`src/rtl/po_pkg.sv`:
```
package po_pkg;
  typedef enum logic [0:0] {
    ARM_IDLE = 1'b0,
    ARM_WAIT = 1'b1
  } arm_state_e;
endpackage

```
`src/rtl/po_rst_sync.sv`:
```
module po_rst_sync #(
  parameter int STAGES = 2
) (
  input  logic clk_i,
  input  logic rst_ni,
  output logic rst_no
);
  logic [STAGES-1:0] sync_q;

  always_ff @(posedge clk_i or negedge rst_ni) begin
    if (!rst_ni) sync_q <= '0;
    else         sync_q <= {sync_q[STAGES-2:0], 1'b1};
  end

  assign rst_no = sync_q[STAGES-1];
endmodule

```
`src/rtl/po_edge_det.sv`:
```
module po_edge_det (
  input  logic clk_i,
  input  logic rst_ni,
  input  logic lvl_i,
  output logic rise_o
);
  logic lvl_q;
  logic lvl_d;

  always_comb lvl_d = lvl_i;

  always_ff @(posedge clk_i or negedge rst_ni) begin
    if (!rst_ni) lvl_q <= 1'b0;
    else         lvl_q <= lvl_d;
  end

  assign rise_o = lvl_i & ~lvl_q;

  // an edge pulse can never repeat on the next cycle
  p_rise_single_r3: assert property (@(posedge clk_i) disable iff (!rst_ni)
    rise_o |=> !rise_o);
endmodule

```
`src/rtl/po_arm_ctrl.sv`:
```
module po_arm_ctrl
  import po_pkg::*;
(
  input  logic clk_i,
  input  logic rst_ni,
  input  logic en_i,
  input  logic rise_i,
  input  logic match_i,
  output logic fire_o
);
  arm_state_e state_q, state_d;
  logic       state_upd;

  always_comb begin
    state_d = state_q;
    unique case (state_q)
      ARM_IDLE: if (rise_i) state_d = ARM_WAIT;
      ARM_WAIT: if (!en_i || match_i) state_d = ARM_IDLE;
      default:  state_d = ARM_IDLE;
    endcase
    state_upd = (state_d != state_q);
  end

  always_ff @(posedge clk_i or negedge rst_ni) begin
    if (!rst_ni)        state_q <= ARM_IDLE;
    else if (state_upd) state_q <= state_d;
  end

  assign fire_o = (state_q == ARM_WAIT) & en_i & match_i;

  // with the enable held high, a fire is not followed by another
  p_no_refire_r5: assert property (@(posedge clk_i) disable iff (!rst_ni)
    (fire_o && en_i) |=> !fire_o);
  // a low enable never lets a substitution through
  p_cancel_r7: assert property (@(posedge clk_i) disable iff (!rst_ni)
    !en_i |-> !fire_o);
  // arming is entered only from a detected edge
  p_arm_from_edge_r9: assert property (@(posedge clk_i) disable iff (!rst_ni)
    (state_q == ARM_WAIT) && $past(state_q == ARM_IDLE) |-> $past(rise_i));
endmodule

```
`src/rtl/po_prim_mux.sv`:
```
module po_prim_mux #(
  parameter int PRIM_W = 32
) (
  input  logic              clk_i,
  input  logic              rst_ni,
  input  logic              sel_i,
  input  logic [PRIM_W-1:0] norm_i,
  input  logic [PRIM_W-1:0] repl_i,
  output logic [PRIM_W-1:0] prim_o
);
  always_comb prim_o = sel_i ? repl_i : norm_i;

  // without a select the normal primitive passes
  p_pass_r2: assert property (@(posedge clk_i) disable iff (!rst_ni)
    !sel_i |-> prim_o == norm_i);
endmodule

```
`src/rtl/prim_override_inject.sv`:
```
module prim_override_inject #(
  parameter int STATE_W = 5,
  parameter int PRIM_W  = 32
) (
  input  logic               clk_i,
  input  logic               rst_ni,
  input  logic [STATE_W-1:0] link_state_i,
  input  logic [PRIM_W-1:0]  prim_i,
  input  logic [STATE_W-1:0] cfg_state_i,
  input  logic [PRIM_W-1:0]  cfg_prim_i,
  input  logic               cfg_en_i,
  output logic [PRIM_W-1:0]  prim_o,
  output logic               fired_o
);
  logic rst_sync_n;
  logic en_rise;
  logic state_hit;
  logic fire;

  po_rst_sync #(.STAGES(2)) u_rst (
    .clk_i (clk_i), .rst_ni(rst_ni), .rst_no(rst_sync_n));

  po_edge_det u_edge (
    .clk_i(clk_i), .rst_ni(rst_sync_n), .lvl_i(cfg_en_i), .rise_o(en_rise));

  always_comb state_hit = (link_state_i == cfg_state_i);

  po_arm_ctrl u_arm (
    .clk_i(clk_i), .rst_ni(rst_sync_n), .en_i(cfg_en_i),
    .rise_i(en_rise), .match_i(state_hit), .fire_o(fire));

  po_prim_mux #(.PRIM_W(PRIM_W)) u_mux (
    .clk_i(clk_i), .rst_ni(rst_sync_n), .sel_i(fire),
    .norm_i(prim_i), .repl_i(cfg_prim_i), .prim_o(prim_o));

  assign fired_o = fire;

  // a fire requires a state match and carries the replacement
  p_fire_match_r4: assert property (@(posedge clk_i) disable iff (!rst_sync_n)
    fired_o |-> (link_state_i == cfg_state_i) && (prim_o == cfg_prim_i));
  // the fired flag is a single-cycle pulse
  p_fired_pulse_r8: assert property (@(posedge clk_i) disable iff (!rst_sync_n)
    fired_o |=> !fired_o);
endmodule

```
`config.mk`:
```
export PLATFORM = sky130hd
export DESIGN_NAME = prim_override_inject
export DESIGN_NICKNAME = d
export VERILOG_FILES = /design/src/rtl/po_pkg.sv /design/src/rtl/po_rst_sync.sv /design/src/rtl/po_edge_det.sv /design/src/rtl/po_arm_ctrl.sv /design/src/rtl/po_prim_mux.sv /design/src/rtl/prim_override_inject.sv
export SDC_FILE = /design/constraint.sdc
export NUM_CORES = 1
export LEC_CHECK = 0
export CAP_MARGIN = 20
export CORE_ASPECT_RATIO = 0.75
export CORE_MARGIN = 8
export CORE_UTILIZATION = 23
export CTS_CLUSTER_DIAMETER = 100
export DETAILED_ROUTE_END_ITERATION = 7
export GPL_TIMING_DRIVEN = 0
export MAX_ROUTING_LAYER = met4
export PLACE_DENSITY = 0.92
export REMOVE_ABC_BUFFERS = 1
export SLEW_MARGIN = 5
export SYNTH_ARGS = -nofsm -noshare
export SYNTH_HDL_FRONTEND = slang
export SYNTH_SLANG_ARGS = --single-unit
```
`constraint.sdc`:
```
create_clock -name clk_i -period 1.84 [get_ports clk_i]
set_input_delay 0.184 -clock clk_i [delete_from_list [all_inputs] [get_ports clk_i]]
set_output_delay 0.184 -clock clk_i [all_outputs]
set_load 0.02 [all_outputs]
```
; ---- Word-level counts from Yosys, hierarchy flattened
; Index checks and enable logic that the tools add are counted.
[word_totals]
reg_bits = 4
in_bits = 77
output_inout_bits = 33
elab_cells = 16
[classes]
eq_ne = 2
mux = 4
n_bitwise = 5
n_reduce_logical = 2
[ops]
columns = cell, n
row1 = 32-bit 2-to-1 mux, 1
row2 = 5-bit == test, 1
row3 = 1-bit AND, 3
row4 = 1-bit 2-to-1 mux, 2
row5 = 1-bit NOT, 2
row6 = 1-bit one-hot mux with 2 select lines, 1
row7 = 1-bit logical NOT, 1
row8 = 1-bit logical OR, 1
row9 = 1-bit != test, 1

; ---- Depth between registers and ports, before layout
[logic_depth]
depth_word = 5
ltp_mapped = 5

; ---- Hierarchy
; Synthesis repeated with hierarchy kept, for this count alone.
[unflattened]
cells_unflattened = 53
hier_area_um2 = 744.5
[modules_own_cells]
columns = module, instances, cells_per_inst, area_each_um2, seq_area_each_um2
row1 = po_prim_mux, 1, 36, 544.3, 0.0
row2 = prim_override_inject, 1, 7, 58.8, 0.0
row3 = po_rst_sync, 1, 3, 53.8, 50.0
row4 = po_arm_ctrl, 1, 5, 48.8, 25.0
row5 = po_edge_det, 1, 2, 38.8, 25.0

; ---- Least setup slack after synthesis
; No wires, ideal clock.
[synth_timing]
path_kind = in2out
start = input port cfg_state_i[3]
end = output port prim_o[10]
t_arrival_ns = 1.307
required_time_ns = 1.656
path_slack_ns = 0.349
path_stages = 5
cell_sequence = xor2_1 -> nor4_4 -> nand2_2 -> buf_6 -> mux2_4
[synth_between]
elab_chain_cells = 3
[synth_lines]
columns = item, line_no
row1 = "start, declared", prim_override_inject.sv:9  ; input logic [STATE_W-1:0] cfg_state_i,
row2 = 5-bit == test, prim_override_inject.sv:26  ; always_comb state_hit = (link_state_i == cfg_state_i);
row3 = 1-bit AND, po_arm_ctrl.sv:29  ; assign fire_o = (state_q == ARM_WAIT) & en_i & match_i;
row4 = 32-bit 2-to-1 mux, po_prim_mux.sv:11  ; always_comb prim_o = sel_i ? repl_i : norm_i;
row5 = "end, declared", prim_override_inject.sv:12  ; output logic [PRIM_W-1:0] prim_o,
; Every way passes these cells.

; ---- Worst setup path in the final report
[layout_timing]
start = input port cfg_state_i[4]
end = output port prim_o[1]
; The elaborated chain is that of the path after synthesis.

==> results.toml <==
[synthesis]
syn_area_sq_um = 703.2
yosys_warnings = 0
synth_cells = 52
synthTopCellsByArea = "mux2_4 62%, dfrtp_1 14%, xor2_1 5.0%"
synth_ff_type = "dfrtp_1"
yosysUniqueCellTypes = 13
yosys.area_share.adder = 0
synth_top_family_by_area = "multiplexers"
synth_common_cells = "29 x mux2_4, 4 x dfrtp_1, 4 x xor2_1"
synth-simple-area-share = 0.04804
synthArstFlopShare = 1.000
synth_xor_area_frac = 0.06228
yosysTopAreaCell = "mux2_4"
avgSynthCellArea_sq_um = 13.52
synth.area.mux_share = 0.6673
synth_edf_count = 0
yosys_register_bits = 4
ys_seq_area_frac = 0.1423
yosysMostFrequentCell = "mux2_4"
synth.top_cell.area_share = 0.6192
synth_compound_area_frac = 0.01601

[layout]
insertedDiodeCount = 0
layout.nets = 250
fillers = 237
layout.cells.non_filler = 209
final_core_util = 0.6590
drive_above_1_share = 0.5380
area_delta_synth_final_pct = 175.1

[detailed_routing]
drt-pass1-iter-count = 4
dr_wl_met2_um = 2463
antenna_left = 0
vias_per_cell = 4.292
wl_met3_um = 302
wl_um = 4045
first_iter_violations = 10
met1_length_um = 1249
route.vias.total = 897
drc = 0
highest_layer = "met4"
wl_per_cell_um = 19.35

[grt]
grt_overflow = 0
antenna_found_initial = 0
grt_use_total = 0.1547
grt_pass1_wl_um = 5913
grt_max_degree = 9
first_global_vias = 1072

[sta]
rsz0062_at_grt = "false"
post-route-min-period_ns = 1.756
fin_tns_setup_ns = 0
finClkSkew_ns = 0.003369
slew_violations = 0
hold_viol_final = 0
setup_viol_count_final = 0
fmax_mhz = 569.5
final.period_utilization = 0.9543

[floorplan]
die_area_sq_um = 5101
start_util = 0.2396
rows = 17
io_pins = 110
die_w_um = 79.85
core_area_sq_um = 2935
die-height_um = 63.89

[cts]
cts_num_sinks = 4
root_buffer = "clkbuf_8"
insertion_delay_ns = 0.21
htreeDepth = 1
ctsHoldBuffers = 0
cts_buffer_depth = 2
path_clk_slew_ns = 0.03
cts_made_buffers = 3
cts_tree = "built"

[setup_path]
cpLargestDelayFamily = "buffers and inverters"
r2r_end = "u_arm.state_q$_DFFE_PN0P_"
crit_required_ns = 1.66
worstReg2RegStart = "u_arm.state_q$_DFFE_PN0P_"
crit_type = "in2out"
crit_path_cell_trace = "buf_6 -> xor2_2 -> nor4_4 -> buf_6 -> nand2_8 -> mux2_4 -> buf_6"
worst_r2r_path_depth = 2
rrSetupSlack_ns = 1.12
cp.arrival_ns = 1.57
end_kind = "output pin"
critPathBufInv = 3
worstPathMaxFanout = 8
cp_slowest_cell = "nor4_4"
crit_path_max_incr_delay_ns = 0.33
critPathMostFrequentCell = "buf_6"
start_kind = "input pin"

[pwr]
p_comb_frac = 0.593
pwr-share-clk = 0.264
p_int_mw = 0.4838
p_sw_mw = 0.1873
cellPowerDensity_nw_per_um2 = 347.0
p_leak_nw = 0.9306
power_frac_seq = 0.143
worst_ir_drop_vdd_mv = 0.4023
switching_share = 0.2791

[placed_design]
gp_congestion = 0.7640
dpl.cell_count = 196
hpwl_um = 3230
io_buffers = 109

[flow_run]
cap_violations = 0

[status]
status = "complete, no violations"

[hold_path]
min_path_type = "reg2async"
how the worst max path moves through the flow:
stage	from	end	cells past startpoint
5_1_grt	link_state_i[3]	prim_o[1]	7
3_3_place_gp	cfg_state_i[3]	prim_o[9]	6
4_1_cts	cfg_state_i[2]	prim_o[1]	7
3_5_place_dp	cfg_state_i[3]	prim_o[18]	6
6_report	cfg_state_i[4]	prim_o[1]	7
2_1_floorplan	cfg_state_i[3]	prim_o[0]	4
power groups by stage:
stage	Combinational [mW]	Clock, mW	Sequential, mW
4_1_cts	0.394	0.186	0.0961
3_3_place_gp	0.374	0	0.0965
3_5_place_dp	0.383	0	0.0970
6_report	0.398	0.177	0.0960
2_1_floorplan	0.133	0	0.0963
5_1_grt	0.418	0.190	0.0966
what timing repair did:
item	in CTS	in global routing
resized for setup	192	7
gates cloned	4	0
endpoints found under the setup margin	33	32
pin swaps	9	5
setup buffers	3	3
registers in the layout, summed over array words and instances, names as in the netlist:
signal,count
u_arm.state_q,1
u_edge.lvl_q,1
u_rst.sync_q,2
cell families after synthesis:
group,after synthesis
xor+xnor,5
flops,4
buf+inv,5
compound gates,2
other cells,1
simple gates,3
mux,32
stage by stage:
stage / total power, mW / area, sq um / hold WS [ns] / worst slack [ns]
floorplan: 0.2294 / 669.4 / -0.1116 / -0.03154
global placement: 0.4704 / 1808 / 0.01357 / -1.155
detailed placement: 0.4803 / 1808 / 0.02146 / -1.197
CTS: 0.6760 / 1911 / 0.01945 / 0.004005
global route: 0.7048 / 1934 / 0.02518 / 0.008191
finish: 0.6712 / 1934 / 0.01383 / 0.08409
per-layer routing:
layer / vias to the layer above / global-route usage
met2: 38 / 0.3188
met1: 424 / 0.1309
met3: 4 / 0.04888
met4: 0 / 0.02715
li1: 431 / -
met5: - / -
cell usage in the layout, fill, tap and decap left out, types with 4 or more instances in the layout:
cell type and n:
buf_6 14, xor2_2 4, nand2_8 5, dlygate4sd2_1 4, clkbuf_2 4, clkdlybuf4s50_1 65
dfrtp_1 4, buf_4 5, mux2_4 30, buf_2 21
layout make-up:
cell class | instances | area [sq um] | area share
Multi-Input combinational cell | 47 | 701.9 | 0.3629
Inverter | 2 | 7.507 | 0.003881
Sequential cell | 4 | 100.1 | 0.05175
Clock buffer | 3 | 41.29 | 0.02135
Tap cell | 38 | 47.55 | 0.02458
Timing Repair Buffer | 115 | 1036 | 0.5356
No activity file was read; power rests on OpenSTA's default activity.
